## src/rtl/dpa_pkg.sv

```systemverilog
package dpa_pkg;

  typedef enum logic [1:0] {
    MODE_FIX_A = 2'b00,
    MODE_FIX_B = 2'b01,
    MODE_RR    = 2'b10
  } dpa_mode_e;

  // Both upper encodings select the rotating order.
  function automatic dpa_mode_e dpa_norm_mode(input logic [1:0] sel);
    if (sel[1]) return MODE_RR;
    return sel[0] ? MODE_FIX_B : MODE_FIX_A;
  endfunction

endpackage

```

## src/rtl/dpa_rr_queue.sv

```systemverilog
module dpa_rr_queue #(
  parameter int NCH = 8,
  localparam int IW = $clog2(NCH)
) (
  input  logic                    clk,
  input  logic                    rst_n,
  input  logic                    reload,
  input  logic                    adv,
  input  logic [IW-1:0]           served_pos,
  output logic [NCH-1:0][IW-1:0]  order
);

  // Slot 0 is the highest rank. On adv the served slot is removed,
  // the slots below it close the gap, and it re-enters at the tail.
  for (genvar s = 0; s < NCH; s++) begin : g_slot
    logic [IW-1:0] nxt;
    if (s == NCH - 1) begin : g_tail
      always_comb begin
        nxt = order[s];
        if (reload)   nxt = IW'(s);
        else if (adv) nxt = order[served_pos];
      end
    end else begin : g_body
      always_comb begin
        nxt = order[s];
        if (reload) nxt = IW'(s);
        else if (adv && (s >= int'(served_pos))) nxt = order[s+1];
      end
    end
    always_ff @(posedge clk or negedge rst_n) begin
      if (!rst_n) order[s] <= IW'(s);
      else        order[s] <= nxt;
    end
  end

  logic [NCH-1:0] seen;
  always_comb begin
    seen = '0;
    for (int i = 0; i < NCH; i++) seen[order[i]] = 1'b1;
  end

  assert_order_perm_R4: assert property (@(posedge clk) disable iff (!rst_n)
    seen == {NCH{1'b1}});

  assert_served_to_tail_R4: assert property (@(posedge clk) disable iff (!rst_n)
    (adv && !reload) |=> order[NCH-1] == $past(order[served_pos]));

  assert_reload_head_R5: assert property (@(posedge clk) disable iff (!rst_n)
    reload |=> (order[0] == '0) && (order[NCH-1] == IW'(NCH-1)));

endmodule

```

## src/rtl/dpa_picker.sv

```systemverilog
module dpa_picker
  import dpa_pkg::*;
#(
  parameter int NCH = 8,
  localparam int IW = $clog2(NCH),
  localparam int HALF = NCH / 2
) (
  input  logic [NCH-1:0]          req,
  input  dpa_mode_e               mode,
  input  logic [NCH-1:0][IW-1:0]  order,
  output logic                    hit,
  output logic [IW-1:0]           win_id,
  output logic [IW-1:0]           win_pos
);

  // Channel sitting at each rank under the selected mode.
  // The interleaved order assumes an even channel count.
  logic [NCH-1:0][IW-1:0] cand;
  always_comb begin
    for (int p = 0; p < NCH; p++) begin
      unique case (mode)
        MODE_FIX_B: cand[p] = IW'(p / 2 + (p % 2) * HALF);
        MODE_RR:    cand[p] = order[p];
        default:    cand[p] = IW'(p);
      endcase
    end
  end

  // Scan from the lowest rank upwards so the highest rank wins.
  always_comb begin
    hit     = 1'b0;
    win_id  = '0;
    win_pos = '0;
    for (int p = NCH - 1; p >= 0; p--) begin
      if (req[cand[p]]) begin
        hit     = 1'b1;
        win_id  = cand[p];
        win_pos = IW'(p);
      end
    end
  end

endmodule

```

## src/rtl/dma_prio_arbiter.sv

```systemverilog
module dma_prio_arbiter
  import dpa_pkg::*;
#(
  parameter int NCH = 8,
  localparam int IW = $clog2(NCH)
) (
  input  logic           clk,
  input  logic           rst_n,
  input  logic [NCH-1:0] req,
  input  logic [1:0]     mode_sel,
  input  logic           unit_done,
  output logic [NCH-1:0] grant,
  output logic           grant_valid
);

  dpa_mode_e              mode_q;
  dpa_mode_e              mode_in;
  logic                   busy;
  logic [NCH-1:0]         grant_q;
  logic [IW-1:0]          gpos_q;
  logic [NCH-1:0][IW-1:0] order;
  logic                   hit;
  logic [IW-1:0]          win_id;
  logic [IW-1:0]          win_pos;
  logic                   mode_chg;
  logic                   take;
  logic                   finish;

  assign mode_in  = dpa_norm_mode(mode_sel);
  assign mode_chg = !busy && (mode_in != mode_q);
  assign take     = !busy && !mode_chg && hit;
  assign finish   = busy && unit_done;

  dpa_rr_queue #(.NCH(NCH)) u_queue (
    .clk        (clk),
    .rst_n      (rst_n),
    .reload     (mode_chg && (mode_in == MODE_RR)),
    .adv        (finish && (mode_q == MODE_RR)),
    .served_pos (gpos_q),
    .order      (order)
  );

  dpa_picker #(.NCH(NCH)) u_pick (
    .req     (req),
    .mode    (mode_q),
    .order   (order),
    .hit     (hit),
    .win_id  (win_id),
    .win_pos (win_pos)
  );

  always_ff @(posedge clk or negedge rst_n) begin
    if (!rst_n) begin
      mode_q  <= MODE_FIX_A;
      busy    <= 1'b0;
      grant_q <= '0;
      gpos_q  <= '0;
    end else begin
      if (mode_chg) mode_q <= mode_in;
      if (take) begin
        busy    <= 1'b1;
        grant_q <= NCH'(1) << win_id;
        gpos_q  <= win_pos;
      end else if (finish) begin
        busy    <= 1'b0;
        grant_q <= '0;
      end
    end
  end

  assign grant       = grant_q;
  assign grant_valid = busy;

  assert_grant_onehot_R6: assert property (@(posedge clk) disable iff (!rst_n)
    grant_valid |-> $countones(grant) == 1);

  assert_idle_zero_R6: assert property (@(posedge clk) disable iff (!rst_n)
    !grant_valid |-> grant == '0);

  assert_grant_hold_R7: assert property (@(posedge clk) disable iff (!rst_n)
    (grant_valid && !unit_done) |=> grant_valid && $stable(grant));

  assert_release_R8: assert property (@(posedge clk) disable iff (!rst_n)
    (grant_valid && unit_done) |=> !grant_valid);

  assert_grant_requested_R8: assert property (@(posedge clk) disable iff (!rst_n)
    $rose(grant_valid) |-> ($past(req) & grant) != '0);

  assert_fixed_lowest_R2: assert property (@(posedge clk) disable iff (!rst_n)
    ($rose(grant_valid) && mode_q == MODE_FIX_A)
      |-> grant == ($past(req) & (~$past(req) + 1'b1)));

  assert_mode_frozen_R9: assert property (@(posedge clk) disable iff (!rst_n)
    grant_valid |=> $stable(mode_q));

endmodule

```

## config.mk

```make
export PLATFORM = sky130hd
export DESIGN_NAME = dma_prio_arbiter
export DESIGN_NICKNAME = d
export VERILOG_FILES = /design/src/rtl/dpa_pkg.sv /design/src/rtl/dpa_rr_queue.sv /design/src/rtl/dpa_picker.sv /design/src/rtl/dma_prio_arbiter.sv
export SDC_FILE = /design/constraint.sdc
export NUM_CORES = 1
export LEC_CHECK = 0
export CAP_MARGIN = 40
export CORE_ASPECT_RATIO = 0.75
export CORE_UTILIZATION = 60
export CTS_BUF_LIST = sky130_fd_sc_hd__clkbuf_4
export CTS_CLUSTER_DIAMETER = 200
export CTS_CLUSTER_SIZE = 25
export DETAILED_ROUTE_END_ITERATION = 10
export PLACE_DENSITY = 0.81
export SYNTH_ARGS = -nofsm -noshare
export SYNTH_HDL_FRONTEND = slang
export SYNTH_SLANG_ARGS = --single-unit
```

## constraint.sdc

```tcl
create_clock -name clk -period 6.7 [get_ports clk]
set_input_delay 1.34 -clock clk [delete_from_list [all_inputs] [get_ports clk]]
set_output_delay 1.34 -clock clk [all_outputs]
set_load 0.02 [all_outputs]
```

== Word-level counts from Yosys, hierarchy flattened ==
Cells that the tools add are included.
Storage, ports and cells
  input bits: 13
  output and inout bits: 9
  bits in read-only memories: 0
  memories: 0
  bits in registers: 38
  bits in writable memories: 0
  logic and storage cells: 131
  latch bits: 0
Cells by class
  multiplexer cells: 74
  $lt $le $gt $ge: 16
  $add $sub $neg: 0
  equality and inequality tests: 4
  shifts and indexed selects: 1
  reductions and logical operators: 24
  div/mod/pow operators: 0
  multiply operators: 0
  bitwise gates (word level): 0
Operator list (number)
  $mux 3: 35
  $lt 3x4->1 const B: 9
  $pmux 3 s2: 6
  $bmux 1 s3: 8
  $mux 1: 20
  $reduce_bool 2->1: 9
  $mux 8: 2
  $logic_and 1x1->1: 13
  $bmux 3 s3: 1
  $ge 3x3->1 const A: 3
  $shl 1x3->8 const A: 1
  $ge 1x3->1 const A: 2
  $ge 2x3->1 const A: 2
  $eq 2x2->1 const B: 2
  $mux 2: 2
  $eq 2x1->1 const B: 1
  $logic_not 1->1: 2
  $ne 2x2->1: 1

== Logic depth before layout (Yosys ltp) ==
Gate-level depths: netlist of the first run.
  word-level depth: 14
  gate-level depth with buffers: 13
  mapped depth without buffers: 11

== By module ==
Synthesis of the first run repeated with hierarchy kept, for this count alone.
Second synthesis, totals
  cells, all modules: 375
  area, all modules: 3289.4 µm²
By module, submodules not included
  dpa_picker: times used 1, cells each 192, seq. area each 0.0 µm², area an instance 1381.3 µm²
  dpa_rr_queue: times used 1, cells each 124, seq. area each 615.6 µm², area an instance 1238.7 µm²
  dma_prio_arbiter: times used 1, cells each 59, seq. area each 350.3 µm², area an instance 669.4 µm²

== Least setup slack after synthesis of the first run ==
No wires, ideal clock.
  path type: input-to-reg
  start point: in req[4]
  end point: reg grant_q[0], in the netlist grant[0]
  setup slack: 3328 ps
  data arrival time: 3251 ps
  buffers on the path: 1
  required time: 6579 ps
  stages: 8
  cells stage by stage: clkbuf_1 mux4_2 o211ai_1 nand4_1 o31ai_4 o21bai_1 nor2_1 a22o_1
Between the ends
  word-level cells in the longest chain between the ends: 12
  elaborated cells on any way between the ends: 36
RTL lines
  from (decl): line dma_prio_arbiter.sv:9  | input logic [NCH-1:0] req,
  $bmux 1 s3: line dpa_picker.sv:35  | if (req[cand[p]]) begin
  $mux 1 (implied by the code): line dpa_picker.sv:35
  $mux 3 or $mux 1 (tied branches) (8 in a row): line dpa_picker.sv:35
  $shl 1x3->8 or $logic_and 1x1->1 (tied branches): line dma_prio_arbiter.sv:62, dma_prio_arbiter.sv:31
  $mux 8 or $reduce_bool 2->1 (tied branches)
  to (signal assigned): line dma_prio_arbiter.sv:62  | grant_q <= NCH'(1) << win_id;
  to (decl): line dma_prio_arbiter.sv:19  | logic [NCH-1:0] grant_q;
Parallel ways exist; a longest one is shown, timed or not. The select of a mux whose other input is x is not followed.
A chain may end at the register's enable or synchronous reset.

== Final worst setup path of the first run ==
  start point: in req[4]
  end point: reg grant_q[1], in the netlist grant[1]
Same word-level chain as after synthesis.

==> results.tsv, run 1 <==
stage	metric	value	unit
outcome	status	complete, no violations	
timing	maxSlewViolCount	0	
cts	cts_buffers	5	
power_and_ir_drop	ir_drop	287	uV
power_and_ir_drop	p_leak	1.44	nW
cts	cts_tree	yes	
critical_path	arrival	4190	ps
floorplan	ioPinCount	22	
floorplan	die_w	85.5	microns
timing	period_needed	3890	ps
cts	cts_setup_buffers	0	
timing	skew	16.8	ps
timing	worst_pin_slew	852	ps
synthesis	yosys.area.top_type	dfrtp_1	
cts	clock_path_buffers	2	
critical_path	end_kind	register	
final_layout	layout.nets	378	
route	firstDrtPassIters	5	
route	vias	2879	
final_layout	final_cell_mix	nand2_1, mux2i_1, nor2_1, a21oi_1, dfrtp_1	
cts	path_clk_slew	130	ps
global_route	overflow	0	
global_route	antenna_found_initial	0	
route	route.detailed.drc	0	
final_layout	drive_above_1_share	0.137	
job	maxCapViolCount	0	
critical_path	required	7000	ps
synthesis	syn_avg_cell_area	8.86	sq um
place	numPortBuffers	21	
synthesis	synthesis.area	3140	sq um
synthesis	synth_cells	354	
timing	timing.fmax	257	MHz
final_layout	final_area	3420	sq um
cts	insertion_delay	350	ps
synthesis	synth_top_area_share	0.207	
global_route	grtUsageTotal	0.324	
route	first_iter_violations	256	
synthesis	synth_edf_count	0	
synthesis	ys.flop_type	dfrtp_1	
final_layout	final_common_cell	nand2_1	
floorplan	chipHeight	64.6	microns
place	dp_hpwl	6160	microns
synthesis	syn-num-nets	369	
timing	setup_viol	0	
power_and_ir_drop	power_density	444	nW/um^2
route	wl_per_cell	19.8	microns
timing	hold_violations	0	
timing	slew_headroom	0.431	
route	wl	8400	microns
timing	finalCritPeriodShare	0.581	
place	pre_cts_ws	2500	ps
synthesis	async_reset_ff_frac	1.00	
global_route	grt_max_degree	39	
timing	hold_slack	500	ps
place	dpl_cell_area	3340	sq um
critical_path	startpoint_type	input pin	
cts	hold_buffers	0	
final_layout	antennaDiodeCount	0	
timing	setup_ws	2810	ps
route	post_drt_via_cell_ratio	6.79	
final_layout	fillers	393	
power_and_ir_drop	finalPower	1.52	mW
synthesis	synth_cell_types	59	
timing	fin_tns_setup	0	ps
synthesis	yosysWarningCount	0	
global_route	grt_pass1_wl	13900	microns
floorplan	start_util	0.633	
place	globalplace.congestion	0.985	
synthesis	yosysSeqAreaShare	0.308	
global_route	grt_pass1_vias	2651	
critical_path	worstPathMaxFanout	12	
floorplan	dieArea	5520	sq um
route	antenna_left	0	
floorplan	fp-row-count	22	
cts	h-tree-depth	2	
cts	cts.sinks	38	
cts	cts_root_buf	clkbuf_4	
floorplan	core_area	4950	sq um
synthesis	synth_area_leaders	dfrtp_1, mux2i_1, dfstp_2, mux4_2, nand2_1	
synthesis	synth_seq_cells	38	
timing	rsz0062_at_grt	no	
critical_path	critPathKind	in -> reg	
final_layout	area_growth	8.97	%
min_path	hold_class	reg -> reg	
cts	ctsResizeCount	0	
==> cells by family after synthesis <==
logic type / Yosys count / share of synthesized area
fa+ha+maj: 2 / 0.00798
flops: 38 / 0.308
simple gates: 126 / 0.196
mux: 54 / 0.214
compound gates: 105 / 0.233
buf+inv: 29 / 0.0415
==> power breakdown <==
group | internal [mW] | leakage, nW | switching, mW
Clock | 0.0828 | 0.0419 | 0.0814
Combinational | 0.391 | 0.923 | 0.533
Sequential | 0.309 | 0.475 | 0.121
Total | 0.782 | 1.44 | 0.736
==> path summary, 6_finish.rpt <==
kind                           start          endpoint  slack [ps]  depth (start not counted)
setup / recovery              req[4]          grant[1]        2810                          7
hold / removal              grant[4]          grant[4]         500                          2
setup reg to reg           mode_q[0]          grant[1]        3030                         10
hold reg to reg             grant[4]          grant[4]         500                          2
max in group asynchronous      rst_n         mode_q[0]        5100                          1
min in group asynchronous      rst_n  u_queue.order[6]        1080                          1
==> worst max-delay path, cell delays in order <==
cell and delay [ps]:
clkdlybuf4s50_1 680, mux4_2 570, o211ai_1 410, nand4_1 240, o31ai_4 400, a21boi_4 360, a22o_1 190
==> metrics by stage <==
| stage | util | std cells |
|---|---|---|
| floorplan | - | 354 |
| global placement | 0.670 | 414 |
| detailed placement | 0.673 | 416 |
| CTS | 0.690 | 424 |
| global route | 0.690 | 424 |
| finish | 0.690 | 424 |
==> cell type report <==
type                       instances  area (sq um)  share of cell area
clock buffer                       6          45.0              0.0132
clock inverter                     2          37.5              0.0110
tap                               60          75.1              0.0220
timing repair buffer              24           228              0.0666
multi-input combinational        287          2040               0.597
inverter                           7          26.3             0.00769
sequential                        38           966               0.283
==> layer usage <==
layer | part of all wire | GRT usage | vias to the layer above
met3 | 0.089 | 0.0599 | 16
met2 | 0.42 | 0.469 | 155
met1 | 0.47 | 0.496 | 1374
met4 | 0.015 | 0.0875 | 0
li1 | - | - | 1334
met5 | 0 | 0 | -
==> synthesized netlist by cell type, drive strengths merged, types with 4 or more instances <==
library cell  count
nand2b            6
a211oi            4
a22o              5
o21ai            22
a21o              4
and3              4
clkbuf           13
dfrtp            26
mux4             10
nand3            13
nor2b             4
nand2            50
buf               9
nor2             30
a311oi            4
o211ai           11
mux2              4
mux2i            40
dfstp            12
inv               7
a21oi            29
==> state kept, by name, indices dropped and copies added, names as in the netlist <==
name / flops
mode_q: 2
grant_valid: 1
gpos_q: 3
u_queue.order: 24
grant: 8
Note: power is estimated with default switching activity, not from simulation.
==> run 2: changes to the inputs <==
--- a/config.mk
+++ b/config.mk
@@ -7,12 +7,12 @@
 export LEC_CHECK = 0
 export CAP_MARGIN = 40
 export CORE_ASPECT_RATIO = 0.75
-export CORE_UTILIZATION = 60
+export CORE_UTILIZATION = 56
 export CTS_BUF_LIST = sky130_fd_sc_hd__clkbuf_4
 export CTS_CLUSTER_DIAMETER = 200
 export CTS_CLUSTER_SIZE = 25
 export DETAILED_ROUTE_END_ITERATION = 10
-export PLACE_DENSITY = 0.81
+export PLACE_DENSITY = 0.79
 export SYNTH_ARGS = -nofsm -noshare
 export SYNTH_HDL_FRONTEND = slang
 export SYNTH_SLANG_ARGS = --single-unit
==> constraint.sdc (replaced) <==
create_clock -name clk -period 3.26 [get_ports clk]
set_input_delay 0.652 -clock clk [delete_from_list [all_inputs] [get_ports clk]]
set_output_delay 0.652 -clock clk [all_outputs]
set_load 0.02 [all_outputs]
==> run 2 against run 1 <==
  * Worst setup slack worse by 2700 ps
  * Non-clock buffer count is 42 higher
  * Total power is 140% higher
  * Sequential cell count stayed put
  * Sequential power is 110% higher
  * Hold slack better by 4.0 ps
  * First-iteration DRC count is 56% higher
  * Combinational power grew to 2.6 times the previous value
  * Die area is 6.9% higher
  * Wire length is 13% higher
  * Global-route usage is 1.9 points higher
  * Count of clock-buffer cells in the layout is 1 lower
  * Largest cell class unchanged
  * Highest routed layer unchanged
==> results.tsv, run 2 (synthesis gave the netlist of run 1 again) <==
stage	metric	value	unit	change
floorplan	die_w	88.4	microns	+3.4%
job	maxCapViolCount	0		unchanged
critical_path	required	3530	ps	-3470 ps
timing	hold_violations	0		unchanged
route	route.detailed.drc	0		unchanged
min_path	hold_class	reg -> reg		
global_route	grt_max_degree	39		unchanged
final_layout	largest_reg_flops	24		unchanged
route	post_drt_via_cell_ratio	6.48		-4.5%
global_route	grt_pass1_wl	14900	microns	+7.2%
floorplan	chipHeight	66.8	microns	+3.4%
route	wl	9520	microns	+13%
global_route	grt_pass1_vias	2897		+9.3%
route	vias	3119		+8.3%
critical_path	worst_path_max_delay_cell	dfrtp_1		
critical_path	cp_top_family	compound AO/OA/AOI/OAI gates		
final_layout	area_growth	22.5	%	
final_layout	layout.nets	420		+11%
route	first_iter_violations	399		+56%
final_layout	final_util	0.714		+0.0244
place	place_inst	467		+12%
cts	cts.sinks	38		unchanged
cts	insertion_delay	380	ps	+30 ps
route	antenna_left	0		unchanged
timing	worst_pin_slew	807	ps	-44.8 ps
final_layout	antennaDiodeCount	0		unchanged
global_route	antenna_found_initial	0		unchanged
floorplan	ioPinCount	22		unchanged
timing	setup_ws	103	ps	-2710 ps
cts	hold_buffers	0		unchanged
critical_path	startpoint_type	register		
final_layout	drive_above_1_share	0.244		+0.106
cts	clock_path_buffers	2		unchanged
critical_path	crit_path_cell_trace	buf_4 -> ha_4 -> buf_4 -> o21bai_1 -> nor2_1 -> or3_1 -> a311o_1 -> and2_1 -> buf_4 -> o31ai_1 -> a311o_1 -> nor2_1 -> a22o_1		
critical_path	cp-startpoint	mode_q[0]		
cts	cts_buffers	5		unchanged
timing	skew	21.6	ps	+4.87 ps
min_path	hp-start	grant[5]		
cts	cts_tree	yes		
place	numPortBuffers	21		unchanged
critical_path	end_kind	register		
place	dp_hpwl	6980	microns	+13%
critical_path	path_common_cell	buf_4		
timing	slew_headroom	0.461		+0.0299
critical_path	worst_path_largest_cell_delay	420	ps	-260 ps
critical_path	timing.rr.start	mode_q[0]		
route	firstDrtPassIters	5		unchanged
timing	rsz0062_at_grt	yes		
timing	period_needed	3160	ps	
cts	h-tree-depth	2		unchanged
power_and_ir_drop	finalPower	3.66	mW	+140%
floorplan	dieArea	5910	sq um	+6.9%
place	globalplace.congestion	0.983		-0.20%
cts	path_clk_slew	120	ps	about the same
critical_path	arrival	3430	ps	-760 ps
power_and_ir_drop	p_leak	1.67	nW	+16%
outcome	status	complete, no violations		
timing	fin_tns_setup	0	ps	unchanged
power_and_ir_drop	ir_drop	476	uV	+66%
final_layout	top_register	u_queue.order		
floorplan	start_util	0.583		-0.0502
critical_path	worstPathMaxFanout	9		-3
critical_path	critPathBufInv	3		+2
final_layout	final_area	3840	sq um	+12%
route	wl_per_cell	19.8	microns	about the same
global_route	overflow	0		unchanged
critical_path	critPathKind	reg -> reg		
global_route	grtUsageTotal	0.343		+0.0190
timing	hold_slack	504	ps	+3.99 ps
floorplan	fp-row-count	23		+4.5%
place	dpl_cell_area	3630	sq um	+8.8%
timing	setup_viol	0		unchanged
final_layout	multi_input_area	2110	sq um	+3.2%
timing	maxSlewViolCount	0		unchanged
timing	finalCritPeriodShare	0.968		
final_layout	final_common_cell	nand2_1		
place	pre_cts_ws	-99.1	ps	-2600 ps
timing	timing.fmax	317	MHz	
final_layout	fillers	430		+9.4%
final_layout	final_cell_mix	nand2_1, buf_4, mux2i_1, nor2_1, a21oi_1		
final_layout	final-instance-count-excl-fill	481		+13%
cts	cts_root_buf	clkbuf_4		
final_layout	area.sequential	967	sq um	+0.13%
floorplan	core_area	5380	sq um	+8.6%
power_and_ir_drop	power_density	953	nW/um^2	+110%
## run 2: changes by cell type in the layout (fill, tap and decap cells not counted), sizes merged
cell           previous run  this run
buf                       4        45
bufinv                    1         2
clkbuf                    6         5
clkdlybuf4s50            20        21
clkinv                    0         1
clkinvlp                  1         0
## run 2: layout make-up
class / count / area share
multi-input cells: 287 / 0.548
flip-flops and latches: 38 / 0.252
repair buffers: 66 / 0.143
well taps: 75 / 0.0244
clock inverters: 3 / 0.0166
clock buffers: 5 / 0.00977
inverters: 7 / 0.00684
## run 2: report_power, final
group	switching [mW]	total [mW]	leakage, nW	internal [mW]
Combinational	1.25	2.36	1.14	1.11
Sequential	0.254	0.890	0.474	0.636
Clock	0.176	0.413	0.0528	0.236
Total	1.68	3.66	1.67	1.98
## run 2: layer usage
layer | vias to the layer above | part of all wire | track usage
met1 | 1474 | 0.43 | 0.495
met3 | 30 | 0.10 | 0.0954
met5 | - | 0 | 0
li1 | 1420 | - | -
met2 | 195 | 0.44 | 0.510
met4 | 0 | 0.020 | 0.0806
## run 2: path summary, 6_finish.rpt
| kind | endpoint | slack, ps | depth (start not counted) |
|---|---|---|---|
| worst min-delay path | grant[5] | 500 | 2 |
| max in group asynchronous | u_queue.order[9] | 2200 | 2 |
| min in group asynchronous | grant_valid | 680 | 2 |
| worst max register to register | grant[1] | 100 | 13 |
| worst min register to register | grant[5] | 500 | 2 |
| worst max-delay path | grant[1] | 100 | 13 |
## run 2: repair_timing
| action | in CTS | in global routing |
|---|---|---|
| setup endpoints to repair | 9 | 9 |
| pin swaps | 0 | 3 |
| buffers inserted | 0 | 6 |
| gates resized for setup | 3 | 11 |
## run 2: worst min-delay path, delay by kind of cell, from the launching register on
kind             cells  cell delay, ps
flip-flops           1             370
AO/OA/AOI/OAI        1              60
AND/OR/NAND/NOR      1              50
==> run 3: changes to the inputs <==
--- a/config.mk
+++ b/config.mk
@@ -12,6 +12,7 @@
 export CTS_CLUSTER_DIAMETER = 200
 export CTS_CLUSTER_SIZE = 25
 export DETAILED_ROUTE_END_ITERATION = 10
+export GPL_TIMING_DRIVEN = 0
 export PLACE_DENSITY = 0.79
 export SYNTH_ARGS = -nofsm -noshare
 export SYNTH_HDL_FRONTEND = slang
==> run 3 against run 2 <==
  * Clock power down 3%
  * Sequential power down 9.8%
  * Count of clock-buffer cells in the layout unchanged
  * Worst setup slack worse by 16 ps
  * Largest cell class unchanged
  * Highest routed layer unchanged
==> results.tsv, run 3 (synthesis gave the netlist of run 1 again) <==
stage	metric	value	unit	change
outcome	status	complete, no violations		
critical_path	timing.rr.start	mode_q[0]		
floorplan	core_area	5380	sq um	unchanged
final_layout	layout.nets	420		unchanged
timing	maxSlewViolCount	0		unchanged
critical_path	reg2regPathDepth	15		+2
cts	cts_buffers	5		unchanged
final_layout	final_common_cell	nand2_1		
floorplan	ioPinCount	22		unchanged
timing	slew_headroom	0.435		-0.0258
cts	cts.sinks	38		unchanged
floorplan	dieArea	5910	sq um	unchanged
final_layout	area_growth	24.5	%	
critical_path	arrival	3410	ps	-20 ps
final_layout	fillers	404		-6.0%
final_layout	antennaDiodeCount	0		unchanged
cts	cts_tree	yes		
critical_path	worstPathMaxFanout	10		+1
global_route	overflow	0		unchanged
route	wl_per_cell	19.9	microns	+0.64%
global_route	grt_pass1_vias	2832		-2.2%
route	post_drt_via_cell_ratio	6.53		+0.74%
final_layout	largest_reg_flops	24		unchanged
place	globalplace.congestion	0.966		-1.7%
timing	timing.fmax	315	MHz	-0.50%
cts	insertion_delay	340	ps	-40 ps
power_and_ir_drop	ir_drop	537	uV	+13%
timing	worst_pin_slew	847	ps	+40.4 ps
cts	clock_path_buffers	2		unchanged
floorplan	die_w	88.4	microns	unchanged
final_layout	top_register	u_queue.order		
final_layout	final_cell_mix	nand2_1, mux2i_1, nor2_1, buf_4		
global_route	grtUsageTotal	0.326		-0.0174
global_route	grt_pass1_wl	14400	microns	-3.2%
final_layout	final_util	0.726		+0.0116
timing	period_needed	3170	ps	+15.9 ps
cts	cts_root_buf	clkbuf_4		
critical_path	startpoint_type	input pin		
place	numPortBuffers	19		-9.5%
route	firstDrtPassIters	6		+1
critical_path	cp-startpoint	req[4]		
critical_path	end_kind	register		
critical_path	critPathKind	in -> reg		
timing	hold_slack	394	ps	-110 ps
route	wl	9580	microns	+0.64%
timing	skew	15.8	ps	-5.80 ps
floorplan	start_util	0.583		unchanged
floorplan	fp-row-count	23		unchanged
route	route.detailed.drc	0		unchanged
cts	h-tree-depth	2		unchanged
power_and_ir_drop	power_density	996	nW/um^2	+4.4%
timing	finalCritPeriodShare	0.973		+0.00489
route	vias	3142		+0.74%
timing	hold_violations	0		unchanged
critical_path	regToRegEndpoint	grant[3]		
global_route	grt_max_degree	39		unchanged
timing	setup_viol	0		unchanged
critical_path	required	3500	ps	-30 ps
job	maxCapViolCount	0		unchanged
critical_path	r2r_slack	110	ps	about the same
floorplan	chipHeight	66.8	microns	unchanged
final_layout	drive_above_1_share	0.273		+0.0296
route	antenna_left	0		unchanged
place	dp_hpwl	6490	microns	-6.9%
global_route	antenna_found_initial	0		unchanged
route	first_iter_violations	418		+4.8%
cts	path_clk_slew	120	ps	about the same
power_and_ir_drop	p_leak	1.64	nW	-1.8%
min_path	hold_class	in -> async		
run 3: layer usage:
metal / share of wire / wire, microns / global-route usage / vias up
met2: 0.45 / 4320 / 0.491 / 210
met1: 0.42 / 4020 / 0.474 / 1484
li1: - / - / - / 1424
met4: 0.016 / 155 / 0.0766 / 0
met3: 0.11 / 1090 / 0.0719 / 24
met5: 0 / 0 / 0 / -
run 3: worst max-delay path, stage by stage:
cell and delay [ps]:
clkdlybuf4s50_1 460, clkbuf_2 230, mux2_2 310, o2111ai_1 500, and4_1 380, and2_1 210, and3b_1 210, a311o_1 170
nor2_2 60, a22o_1 210
run 3: how the worst max path moves through the flow:
stage | cells past startpoint | end | slack, ps
after floorplan | 10 | grant[0] | 150
after global placement | 8 | grant[3] | -310
after detailed placement | 11 | grant[2] | -400
after CTS | 12 | grant[3] | 7
after global routing | 11 | grant[3] | -10
final | 10 | grant[3] | 90
run 3: area by class of cell:
class,instances,area (sq um),share of cell area
timing repair buffer,44,394,0.101
buffer,22,123,0.0314
tap,75,93.8,0.0240
clock buffer,5,37.5,0.00961
clock inverter,3,63.8,0.0163
multi-input combinational,287,2200,0.563
sequential,38,968,0.248
inverter,7,26.3,0.00673
run 3: what timing repair did:
action	CTS	global route
setup endpoints to repair	11	11
gates resized for setup	10	40
gates cloned	0	1
buffers inserted	5	19
pin swaps	4	13
hold buffers	0	0
run 3: through the flow:
step	cells	instance area (sq um)	setup TNS [ps]	total power, mW	setup slack, ps
final	481	3910	0	3.89	87.2
after global routing	481	3910	-22.3	4.10	-14.7
after CTS	461	3600	0	3.35	7.20
after detailed placement	448	3420	-2980	2.81	-395
after global placement	448	3420	-2470	2.78	-312
after floorplan	354	3140	0	2.30	150
run 3: report_power, final:
| group | total [mW] | switching [mW] | leakage [nW] | internal [mW] |
|---|---|---|---|---|
| sequential | 0.803 | 0.168 | 0.473 | 0.635 |
| clock | 0.402 | 0.166 | 0.0528 | 0.236 |
| combinational | 2.68 | 1.45 | 1.11 | 1.23 |
